<file path="src/rtl/char_ld_dep_pkg.sv">
package char_ld_dep_pkg;
  typedef enum logic {OP_LOAD = 1'b0, OP_DEP = 1'b1} op_e;
  typedef enum logic [1:0] {S_IDLE = 2'd0, S_DEFER = 2'd1, S_CHAR = 2'd2} state_e;
endpackage

</file>
<file path="src/rtl/char_ptr_step.sv">
module char_ptr_step #(
  parameter int WORD_W = 18,
  parameter int PTR_W  = 2,
  parameter int ADDR_W = 12,
  parameter int RING_W = 3,
  parameter int NCHAR  = 3
) (
  input  logic [WORD_W-1:0] ptr_i,
  input  logic              auto_i,
  input  logic              ring_i,
  output logic [WORD_W-1:0] ptr_o,
  output logic [PTR_W-1:0]  sel_o
);
  localparam int PL = WORD_W - PTR_W;

  logic [PTR_W-1:0]  code, code_n;
  logic [ADDR_W-1:0] addr, addr_n;
  logic              wrap;

  always_comb begin
    code   = ptr_i[WORD_W-1:PL];
    addr   = ptr_i[ADDR_W-1:0];
    code_n = code;
    wrap   = 1'b0;
    if (auto_i) begin
      if (code == PTR_W'(NCHAR)) begin
        code_n = PTR_W'(1);
        wrap   = 1'b1;
      end else begin
        code_n = code + PTR_W'(1);
      end
    end else if (code == '0) begin
      code_n = PTR_W'(1);
    end
    addr_n = addr;
    if (wrap) begin
      if (ring_i) addr_n = {addr[ADDR_W-1:RING_W], addr[RING_W-1:0] + RING_W'(1)};
      else        addr_n = addr + ADDR_W'(1);
    end
    ptr_o = ptr_i;
    if (auto_i) begin
      ptr_o[WORD_W-1:PL]  = code_n;
      ptr_o[ADDR_W-1:0]   = addr_n;
    end
    sel_o = code_n - PTR_W'(1);
  end
endmodule

</file>
<file path="src/rtl/char_slot_alu.sv">
module char_slot_alu #(
  parameter int WORD_W = 18,
  parameter int CHAR_W = 6,
  parameter int NCHAR  = 3,
  parameter int PTR_W  = 2
) (
  input  logic              dep_i,
  input  logic [PTR_W-1:0]  sel_i,
  input  logic [WORD_W-1:0] acc_i,
  input  logic [WORD_W-1:0] mem_i,
  output logic [WORD_W-1:0] acc_o,
  output logic [WORD_W-1:0] mem_o
);
  localparam int TOP = WORD_W - CHAR_W;

  logic [CHAR_W-1:0] slot [NCHAR];
  logic [CHAR_W-1:0] picked;

  for (genvar k = 0; k < NCHAR; k++) begin : g_slot
    localparam int LO = WORD_W - (k + 1) * CHAR_W;
    assign slot[k] = mem_i[LO +: CHAR_W];
    assign mem_o[LO +: CHAR_W] = (dep_i && sel_i == PTR_W'(k)) ? acc_i[TOP +: CHAR_W]
                                                               : mem_i[LO +: CHAR_W];
  end

  always_comb begin
    picked = '0;
    for (int k = 0; k < NCHAR; k++)
      if (sel_i == PTR_W'(k)) picked = slot[k];
    acc_o = dep_i ? {acc_i[TOP-1:0], acc_i[WORD_W-1 -: CHAR_W]}
                  : {picked, {TOP{1'b0}}};
  end
endmodule

</file>
<file path="src/rtl/char_ld_dep.sv">
module char_ld_dep
  import char_ld_dep_pkg::*;
#(
  parameter int WORD_W = 18,
  parameter int CHAR_W = 6,
  parameter int PTR_W  = 2,
  parameter int ADDR_W = 12,
  parameter int RING_W = 3
) (
  input  logic              clk,
  input  logic              rst,
  input  logic              start_i,
  input  logic              op_i,
  input  logic              auto_i,
  input  logic              ring_i,
  input  logic [WORD_W-1:0] ptr_word_i,
  input  logic [WORD_W-1:0] acc_i,
  input  logic [WORD_W-1:0] mem_word_i,
  output logic [WORD_W-1:0] acc_o,
  output logic [WORD_W-1:0] mem_o,
  output logic              mem_we_o,
  output logic [WORD_W-1:0] ptr_word_o,
  output logic              ptr_we_o,
  output logic              done_o,
  output logic              busy_o,
  output logic              no_irq_o
);
  localparam int NCHAR = WORD_W / CHAR_W;

  state_e            state;
  op_e               op_q;
  logic              auto_q, ring_q;
  logic [WORD_W-1:0] ptr_q, acc_q;
  logic [PTR_W-1:0]  sel_q, sel_n;
  logic [WORD_W-1:0] ptr_n, acc_n, mem_n;

  char_ptr_step #(.WORD_W(WORD_W), .PTR_W(PTR_W), .ADDR_W(ADDR_W),
                  .RING_W(RING_W), .NCHAR(NCHAR)) u_step (
    .ptr_i(ptr_q), .auto_i(auto_q), .ring_i(ring_q), .ptr_o(ptr_n), .sel_o(sel_n));

  char_slot_alu #(.WORD_W(WORD_W), .CHAR_W(CHAR_W), .NCHAR(NCHAR), .PTR_W(PTR_W)) u_alu (
    .dep_i(op_q == OP_DEP), .sel_i(sel_q), .acc_i(acc_q), .mem_i(mem_word_i),
    .acc_o(acc_n), .mem_o(mem_n));

  always_ff @(posedge clk) begin
    if (rst) begin
      state      <= S_IDLE;
      op_q       <= OP_LOAD;
      auto_q     <= 1'b0;
      ring_q     <= 1'b0;
      ptr_q      <= '0;
      acc_q      <= '0;
      sel_q      <= '0;
      acc_o      <= '0;
      mem_o      <= '0;
      ptr_word_o <= '0;
      mem_we_o   <= 1'b0;
      ptr_we_o   <= 1'b0;
      done_o     <= 1'b0;
    end else begin
      done_o   <= 1'b0;
      mem_we_o <= 1'b0;
      ptr_we_o <= 1'b0;
      case (state)
        S_IDLE: if (start_i) begin
          op_q   <= op_e'(op_i);
          auto_q <= auto_i;
          ring_q <= ring_i;
          ptr_q  <= ptr_word_i;
          acc_q  <= acc_i;
          state  <= S_DEFER;
        end
        S_DEFER: begin
          ptr_word_o <= ptr_n;
          ptr_we_o   <= auto_q;
          sel_q      <= sel_n;
          state      <= S_CHAR;
        end
        S_CHAR: begin
          acc_o    <= acc_n;
          mem_o    <= mem_n;
          mem_we_o <= (op_q == OP_DEP);
          done_o   <= 1'b1;
          state    <= S_IDLE;
        end
        default: state <= S_IDLE;
      endcase
    end
  end

  assign busy_o   = (state != S_IDLE);
  assign no_irq_o = busy_o && auto_q;

  a_r9_done_single: assert property (@(posedge clk) disable iff (rst)
    done_o |=> !done_o);
  a_r9_done_after_char: assert property (@(posedge clk) disable iff (rst)
    $rose(done_o) |-> $past(state == S_CHAR));
  a_r2_write_with_done: assert property (@(posedge clk) disable iff (rst)
    mem_we_o |-> done_o);
  a_r4_load_no_write: assert property (@(posedge clk) disable iff (rst)
    (done_o && op_q == OP_LOAD) |-> !mem_we_o);
  a_r3_rotate: assert property (@(posedge clk) disable iff (rst)
    (done_o && op_q == OP_DEP) |-> acc_o == {acc_q[WORD_W-CHAR_W-1:0], acc_q[WORD_W-1 -: CHAR_W]});
  a_r6_ptr_we_auto: assert property (@(posedge clk) disable iff (rst)
    ptr_we_o |-> (auto_q && state == S_CHAR));
  a_r8_ring_high_kept: assert property (@(posedge clk) disable iff (rst)
    (ptr_we_o && ring_q) |-> ptr_word_o[ADDR_W-1:RING_W] == ptr_q[ADDR_W-1:RING_W]);
  a_r10_no_reentry: assert property (@(posedge clk) disable iff (rst)
    (state == S_CHAR) |=> (state == S_IDLE));
  a_r11_inhibit_start: assert property (@(posedge clk) disable iff (rst)
    $rose(no_irq_o) |-> (state == S_DEFER));
endmodule

</file>
<file path="config.mk">
export PLATFORM = sky130hd
export DESIGN_NAME = char_ld_dep
export DESIGN_NICKNAME = d
export VERILOG_FILES = /design/src/rtl/char_ld_dep_pkg.sv /design/src/rtl/char_ptr_step.sv /design/src/rtl/char_slot_alu.sv /design/src/rtl/char_ld_dep.sv
export SDC_FILE = /design/constraint.sdc
export NUM_CORES = 1
export LEC_CHECK = 0
export BUFFER_PORTS_ARGS = -buffer_cell sky130_fd_sc_hd__buf_2
export CAP_MARGIN = 40
export CORE_MARGIN = 8
export CORE_UTILIZATION = 41
export DETAILED_ROUTE_END_ITERATION = 12
export PLACE_DENSITY_LB_ADDON = 0.05
export REMOVE_ABC_BUFFERS = 1
export SLEW_MARGIN = 10
export SYNTH_ARGS = -nofsm -noshare
export SYNTH_HDL_FRONTEND = slang
export SYNTH_SLANG_ARGS = --single-unit
export TNS_END_PERCENT = 20
</file>
<file path="constraint.sdc">
create_clock -name clk -period 2.4 [get_ports clk]
set_clock_uncertainty 0.1 [all_clocks]
set_input_delay 0.24 -clock clk [delete_from_list [all_inputs] [get_ports clk]]
set_output_delay 0.24 -clock clk [all_outputs]
set_load 0.005 [all_outputs]
</file>
# Word level (Yosys, flattened, before mapping)

Cells that the tools add are included.

Bits of input ports: 60
Bits in writable memories: 0
Memory bits (read-only): 0
Memories: 0
Latch bits: 0
Flip-flop bits (word level): 100
Logic and storage cells: 55

Reduce and logical (&&, ||, !) cells: 11
$lt $le $gt $ge: 0
Bitwise gates (word level): 2
Multipliers: 0
Shift operators: 0
Divide/modulo/power cells: 0
Multiplexer cells: 19
Eq/ne operators: 6
$add $sub $neg: 4

Operators by type and width:

| kind                    | number |
|---|---|
| $mux W12                | 3 |
| $mux W6                 | 6 |
| $mux W18                | 1 |
| $add A12 B1 Y12 const B | 1 |
| $mux W2                 | 5 |
| $eq A2 B2 Y1 const B    | 3 |
| $logic_not A2 Y1        | 3 |
| $eq A2 B1 Y1 const B    | 2 |
| $logic_and A1 B1 Y1     | 4 |
| $pmux W2 S2             | 1 |
| $reduce_or A2 Y1        | 2 |
| $add A3 B1 Y3 const B   | 1 |
| $mux W1                 | 3 |
| $add A2 B1 Y2 const B   | 1 |
| $ne A2 B2 Y1 const B    | 1 |
| $not A1 Y1              | 2 |
| $reduce_and A2 Y1       | 1 |
| $reduce_bool A2 Y1      | 1 |
| $sub A2 B1 Y2 const B   | 1 |

# Longest topological paths before layout

Gate-level depths: netlist (run 1).

Depth in word-level cells: 5
Depth in mapped cells: 6
Gate-level depth less buffers: 6

# Modules after synthesis

A second synthesis (run 1) with hierarchy kept.

Cell total of the unflattened synthesis: 539
Area, all modules: 4598.2 um^2

By module, submodules not included:

| module        | cells each | instances | area each (um^2) | seq. area each (um^2) |
|---|---|---|---|---|
| char_ld_dep   | 430        | 1         | 3588.4           | 2001.9 |
| char_slot_alu | 58         | 1         | 573.0            | 0.0 |
| char_ptr_step | 51         | 1         | 436.7            | 0.0 |

# Worst setup path after synthesis (run 1)

OpenSTA, ideal clock, no wires.

Path type: reg-to-reg
Start point: register ptr_q[16]
End point: register ptr_word_o[11]
Buffers on the path: 0
Arrival time: 1.397 ns
Cell stages (with the launch flop): 6
Data required time: 2.221 ns
Clock period less this slack: 1.576 ns
Path slack: 0.824 ns
Cell sequence: dfxtp_1 ha_1 nand4b_4 nor4_2 xnor2_1 a211oi_2

Cells in the longest elaborated chain, start to end: 5

RTL lines:

| what                   | line                | text |
|---|---|---|
| start, declared        | char_ld_dep.sv:33   | `logic [WORD_W-1:0] ptr_q, acc_q;` |
| start signal, assigned | char_ld_dep.sv:69   | `ptr_q <= ptr_word_i;` |
| $eq A2 B2 Y1           | char_ptr_step.sv:26 | `if (code == PTR_W'(NCHAR)) begin` |
| $mux W1                | char_ptr_step.sv:26 |  |
| $mux W1                | char_ptr_step.sv:25 | `if (auto_i) begin` |
| $mux W12               | char_ptr_step.sv:36 | `if (wrap) begin` |
| $mux W12               | char_ptr_step.sv:41 | `if (auto_i) begin` |
| end signal, assigned   | char_ld_dep.sv:74   | `ptr_word_o <= ptr_n;` |
| end, declared          | char_ld_dep.sv:22   | `output logic [WORD_W-1:0] ptr_word_o,` |

Every way passes these cells.
A chain may end at the register's enable or synchronous reset.

# Final worst setup path (run 1)

Start point: register ptr_q[17]
End point: register ptr_word_o[6]

The elaborated chain is that of the path after synthesis.

==> reports/qor.yml, run 1 <==
detailed_routing:
  via_per_inst: 5.01
  detail_route.first_pass.iterations: 4
  detail_route.wl_per_cell_microns: 15.0
  drcViolationCount: 0
  detailroute.via_count: 3706
  first_iter_violations: 184
  antenna_left: 0
  detail_route.wirelength_mm: 11.1
worst_setup_path:
  timing.critical_path.cells: "ha_1, nand4b_4, or3_1, a311oi_1"
  timing.critical_path.arrival_ps: 1920
  path_max_fanout: 10
  critical_path.startpoint: "ptr_q[17]$_SDFFE_PP0P_"
  setup.reg_to_reg.worst_slack_ps: 630
  cp_data_required_time_ps: 2560
  worstRegToRegCells: 4
  timing.rr.start: "ptr_q[17]$_SDFFE_PP0P_"
  slowest_stage: "dfxtp_1"
  worst-setup-path-type: "reg2reg"
  critical-path-max-stage-delay_ps: 410
  r2r-end: "ptr_word_o[6]$_SDFFE_PP0N_"
  critical_path.startpoint_type: "register"
  setup.worst_path.end_class: "register"
grt:
  grt.met3_usage: 0.0471
  grt_antenna_before_repair: 1
  grt_overflow: 0
  use_met1: 0.194
  first_pass_grt_wire_length_mm: 17.5
  grt_busiest_layer: "met2"
  vias_in_the_first_global_route: 3601
  total_global_route_track_usage: 0.162
  pin_count_of_the_biggest_net_entering_global_routing: 53
  globalRouteMet2Util: 0.278
clock_tree:
  cts_tree: "built"
  clkSlewWorstSetupHoldPaths_ps: 100
  clock-sinks: 100
  ctsLongestPathBuffers: 2
  clock_latency_ps: 350
  number_of_clock_buffers_inserted_by_tritoncts: 9
  cts.repair.resized: 0
  cts_max_level: 3
  clock-root-buffer: "clkbuf_8"
final_layout:
  design_area_sq_um: 5110
  layout_stage_area_growth_over_the_synthesis_result_pct: 23.0
  ant_diodes: 0
  area.sequential_sq_um: 2000
  num-nets-final: 666
  multi_input_comb_area_sq_um: 1980
  layout_common_cells: "buf_2, nand2_1, dfxtp_1"
  post_route_cells_drive_above_1_share: 0.257
  layout_commonest_cell: "buf_2"
  finalNonFillerCells: 739
  final.fill_count: 1042
yosys:
  yosysUniqueCellTypes: 31
  mappedNetlistArea_sq_um: 4150
  synth-async-reset-ratio: 0
  syn-instance-count: 495
  synth-edff-count: 0
  synth-seq-cells: 100
  ys_seq_area_frac: 0.482
  yosysWarnings: 0
  synthesis.area_per_instance_sq_um: 8.39
  ys.flop_type: "dfxtp_1"
min_path:
  hold-path-cell-count: 3
  worst_hold_startpoint: "ptr_word_i[15]"
  holdCritPathClass: "in2reg"
  timing.hold.worst_endpoint: "ptr_q[15]$_SDFFE_PP0P_"
sta:
  final_max_slew_viol_count: 0
  timing.final.crit_share: 0.736
  setup-violations-final: 0
  timing.max_slew.rel_slack: 0.592
  final_hold_viol_count: 0
  hold_slack_ps: 13.3
  timing.fmax_mhz: 566
  transition_time_of_the_tightest_slew_check_pin_ps: 613
  setup_repair_after_global_routing_missed_its_margin: "false"
  finalCriticalPeriod_ps: 1770
  final.setup.tns_ps: 0
pwr:
  worst_ir_drop_on_vdd_mv: 0.370
  powerDensity_nw_per_um2: 627
  cell_leakage_power_uw: 0.00213
  power.total_uw: 3200
die:
  floorplan.initialDensity: 0.423
  placementRows: 36
  overall_die_height_microns: 117
  core_sq_um: 9820
  design.die.area_sq_um: 13600
  die_w_microns: 117
  io_pins: 119
place:
  place_area_sq_um: 4880
  portBuffers: 118
  finalWeightedCongestion: 0.746
  estimated_wirelength_of_the_detail_placed_design_mm: 7.76
  dp_cells: 718
job:
  maxCapViolCount: 0
run_status:
  run_status: "finished clean"
-- flip-flops by register name (all words and copies together) (netlist names), 2 cells and up --
name,cells
mem_o,18
state,2
acc_o,18
ptr_word_o,18
ptr_q,18
sel_q,2
acc_q,18
-- cell type report --
type                       instances  area share
clock buffer                      11      0.0277
clock inverter                     5     0.00734
inverter                           6     0.00441
multi-input combinational        350       0.387
sequential                       100       0.392
tap                              133      0.0326
timing repair buffer             134       0.149
-- layer usage --
| layer | vias up | part of all wire |
|---|---|---|
| li1 | 1904 | - |
| met1 | 1687 | 0.44 |
| met2 | 103 | 0.47 |
| met3 | 10 | 0.080 |
| met4 | 2 | 0.0084 |
| met5 | - | 0.00090 |
-- Yosys cell counts, types with 5 or more instances --
library cell	instances	area share
mux2i_1	24	0.058
nand3b_1	6	0.011
a21oi_1	63	0.076
o211ai_1	14	0.025
nor3_1	7	0.0084
ha_1	5	0.015
xnor2_1	7	0.015
buf_2	10	0.012
nand3_1	19	0.023
a211oi_1	26	0.047
clkbuf_1	26	0.023
nand2_1	113	0.10
nor2_1	38	0.034
dfxtp_1	100	0.48
-- metrics by stage --
| stage | setup WS (ps) | util |
|---|---|---|
| after floorplan | -327 | - |
| after global placement | 706 | 0.497 |
| after detailed placement | 666 | 0.497 |
| after CTS | 639 | 0.521 |
| after global routing | 461 | 0.521 |
| final | 634 | 0.521 |
-- critical path, delay by kind of cell (launching register included) --
kind / cells / cell delay [ps]
fa+ha+maj: 1 / 300
flops: 1 / 410
compound gates: 1 / 270
simple gates: 2 / 590
-- what timing repair did --
action	4_1_cts	5_1_grt
endpoints found under the hold margin	5	0
setup buffers	0	0
hold buffers	5	0
-- worst max path at each step --
stage	end	slack [ps]	cells after the start
final	ptr_word_o[6]$_SDFFE_PP0N_	630	4
after global routing	ptr_word_o[6]$_SDFFE_PP0N_	460	4
after CTS	ptr_word_o[6]$_SDFFE_PP0N_	640	4
after detailed placement	ptr_word_o[4]$_SDFFE_PP0N_	670	4
after global placement	ptr_word_o[11]$_SDFFE_PP0N_	710	5
after floorplan	acc_o[12]$_SDFFE_PP0P_	-330	3
-- power by group --
| part | internal (uW) | switching [uW] | total (uW) |
|---|---|---|---|
| Combinational | 187 | 236 | 423 |
| Sequential | 1740 | 64.5 | 1800 |
| Clock | 408 | 568 | 976 |
-- cell families (layout without fill, tap and decap cells) --
group / Yosys count / count (layout) / share of synthesized area
buffers and inverters: 45 / 156 / 0.0446
muxes: 25 / 25 / 0.0605
DFF: 100 / 100 / 0.482
adders and majority gates: 5 / 5 / 0.0151
xor gates and xnor gates: 9 / 9 / 0.0190
AOI/OAI and AO/OA: 111 / 111 / 0.165
and+or+nand+nor: 200 / 200 / 0.214
Power figures use the tool's default switching activity.
==> run 2: changes to the inputs <==
==> constraint.sdc (replaced) <==
create_clock -name clk -period 1.7 [get_ports clk]
set_clock_uncertainty 0.1 [all_clocks]
set_input_delay 0.17 -clock clk [delete_from_list [all_inputs] [get_ports clk]]
set_output_delay 0.17 -clock clk [all_outputs]
set_load 0.005 [all_outputs]
==> run 2 against run 1 <==
Final area rose by 10%. Via count increased by 5.0%. Count of clock-buffer cells in the layout down 1. Sequential cell count is the same. Largest power group unchanged.
==> reports/qor.yml, run 2 (synthesis gave the netlist of run 1 again) <==
sta:
  setup-violations-final: 0  # unchanged
  final_max_slew_viol_count: 0  # unchanged
  hold_slack_ps: 56.0  # was 13.3 ps
  postLayoutSetupSlackWorst_ps: 102  # was 634 ps
  setup_repair_after_global_routing_missed_its_margin: "true"  # was false
  timing.final.crit_share: 0.940  # was 0.736
  finalCriticalPeriod_ps: 1600  # was 1770 ps
  timing.max_slew.rel_slack: 0.730  # was 0.592
  timing.fmax_mhz: 626  # was 566 MHz
  final_hold_viol_count: 0  # unchanged
  transition_time_of_the_tightest_slew_check_pin_ps: 404  # was 613 ps
clock_tree:
  ctsLongestPathBuffers: 2  # unchanged
  cts_max_level: 3  # unchanged
  clkSlewWorstSetupHoldPaths_ps: 100  # about the same
  clock_latency_ps: 350  # about the same
  number_of_clock_buffers_inserted_by_tritoncts: 9  # unchanged
  clock-sinks: 100  # unchanged
  clock-root-buffer: "clkbuf_8"  # unchanged
  postCtsSetupBuffers: 0  # unchanged
  cts_tree: "built"  # unchanged
final_layout:
  num-nets-final: 715  # was 666
  layout_common_cells: "buf_2, nand2_1, dfxtp_1"  # unchanged
  layout_commonest_cell: "buf_2"  # unchanged
  post_route_cells_drive_above_1_share: 0.263  # was 0.257
  layout_stage_area_growth_over_the_synthesis_result_pct: 35.6  # was 23.0%
  finish.utilization: 0.574  # was 0.521
  finalNonFillerCells: 787  # was 739
  ant_diodes: 0  # unchanged
min_path:
  hold-path-cell-count: 3  # unchanged
  holdCritPathClass: "in2reg"  # unchanged
  worst_hold_startpoint: "mem_word_i[13]"  # was ptr_word_i[15]
place:
  finalWeightedCongestion: 0.753  # was 0.746
  portBuffers: 118  # unchanged
  estimated_wirelength_of_the_detail_placed_design_mm: 7.96  # was 7.76 mm
  dp_slack_ps: 113  # was 666 ps
  dp_cells: 733  # was 718
worst_setup_path:
  critical_path.startpoint: "op_q$_SDFFE_PP0P_"  # was ptr_q[17]$_SDFFE_PP0P_
  timing.critical_path.cells: "inv_2, or3_1, mux2i_1, a211oi_1"  # was ha_1, nand4b_4, or3_1, a311oi_1
  total_stage_count_of_the_critical_path: 4  # unchanged
  r2r-end: "mem_o[5]$_SDFFE_PP0P_"  # was ptr_word_o[6]$_SDFFE_PP0N_
  timing.critical_path.arrival_ps: 1760  # was 1920 ps
  crit_path_max_delay_family: "simple AND/OR/NAND/NOR gates"  # unchanged
  cp_data_required_time_ps: 1860  # was 2560 ps
  critical_path.startpoint_type: "register"  # unchanged
  setup.worst_path.end_class: "register"  # unchanged
  worst-setup-path-type: "reg2reg"  # unchanged
  critical_path.endpoint: "mem_o[5]$_SDFFE_PP0P_"  # was ptr_word_o[6]$_SDFFE_PP0N_
  critical-path-max-stage-delay_ps: 550  # was 410 ps
  path_max_fanout: 9  # was 10
  worstRegToRegCells: 4  # unchanged
  cp_num_buf_inv: 1  # was 0
  slowest_stage: "or3_1"  # was dfxtp_1
  setup.reg_to_reg.worst_slack_ps: 100  # was 630 ps
  timing.rr.start: "op_q$_SDFFE_PP0P_"  # was ptr_q[17]$_SDFFE_PP0P_
die:
  io_pins: 119  # unchanged
  die_w_microns: 117  # unchanged
  design.die.area_sq_um: 13600  # unchanged
  floorplan.initialDensity: 0.423  # unchanged
  overall_die_height_microns: 117  # unchanged
  core_sq_um: 9820  # unchanged
  placementRows: 36  # unchanged
grt:
  grt_overflow: 0  # unchanged
  grt_antenna_before_repair: 0  # was 1
  total_global_route_track_usage: 0.170  # was 0.162
  vias_in_the_first_global_route: 3885  # was 3601
  pin_count_of_the_biggest_net_entering_global_routing: 57  # was 53
  first_pass_grt_wire_length_mm: 18.4  # was 17.5 mm
pwr:
  powerDensity_nw_per_um2: 842  # was 627 nW/um^2
  cell_leakage_power_uw: 0.00236  # was 0.00213 uW
  power.total_uw: 4740  # was 3200 uW
  worst_ir_drop_on_vdd_mv: 0.430  # was 0.370 mV
detailed_routing:
  drcViolationCount: 0  # unchanged
  antenna_left: 0  # unchanged
  detail_route.wl_per_cell_microns: 14.5  # was 15.0 microns
  detail_route.first_pass.iterations: 4  # unchanged
  detail_route.wirelength_mm: 11.4  # was 11.1 mm
  via_per_inst: 4.94  # was 5.01
  first_iter_violations: 143  # was 184
  detailroute.via_count: 3890  # was 3706
job:
  maxCapViolCount: 0  # unchanged
run_status:
  run_status: "finished clean"  # unchanged
run 2: timing repair:
item	in CTS	in global routing
hold buffers	39	0
gates resized for setup	0	2
endpoints found under the hold margin	39	0
endpoints found under the setup margin	0	6
run 2: worst min path at each step:
| stage | endpoint | slack [ps] |
|---|---|---|
| 6_report | mem_o[13]$_SDFFE_PP0P_ | 60 |
| 5_1_grt | mem_o[6]$_SDFFE_PP0P_ | 60 |
| 4_1_cts | mem_o[13]$_SDFFE_PP0P_ | 30 |
| 3_5_place_dp | ptr_q[13]$_SDFFE_PP0P_ | 320 |
| 3_3_place_gp | ptr_q[11]$_SDFFE_PP0P_ | 310 |
| 2_1_floorplan | ptr_word_o[11]$_SDFFE_PP0N_ | 130 |
run 2: layout make-up:
cell class / count / area (sq um)
clock buffers: 10 / 128
well taps: 133 / 166
flip-flops and latches: 100 / 2000
multi-input cells: 350 / 1990
repair buffers: 183 / 1270
clock inverters: 5 / 61.3
inverters: 6 / 22.5
fillers: 990 / 4190
run 2: per-stage QoR:
stage | cell area, sq um | TNS [ps]
2_1_floorplan | 3990 | -41060
3_3_place_gp | 5040 | 0
3_5_place_dp | 5040 | 0
4_1_cts | 5620 | 0
5_1_grt | 5630 | -62.0
6_report | 5630 | 0
run 2: worst reg2reg max path: stages (launching register included):
cell and delay [ps]:
dfxtp_1 350, inv_2 100, or3_1 550, mux2i_1 180
a211oi_1 240
run 2: power by group:
group,total [uW],internal [uW],switching (uW),leakage [uW]
Clock,1490,679,806,0.0000850
Combinational,716,357,359,0.00145
Sequential,2540,2460,84.7,0.000816
run 2: routing by layer:
layer  GRT usage  up-vias  wire, microns
li1            -     2001              -
met5           0        -              0
met2       0.290      112           5390
met3      0.0305       13            827
met4      0.0572        0            161
met1       0.211     1764           5070
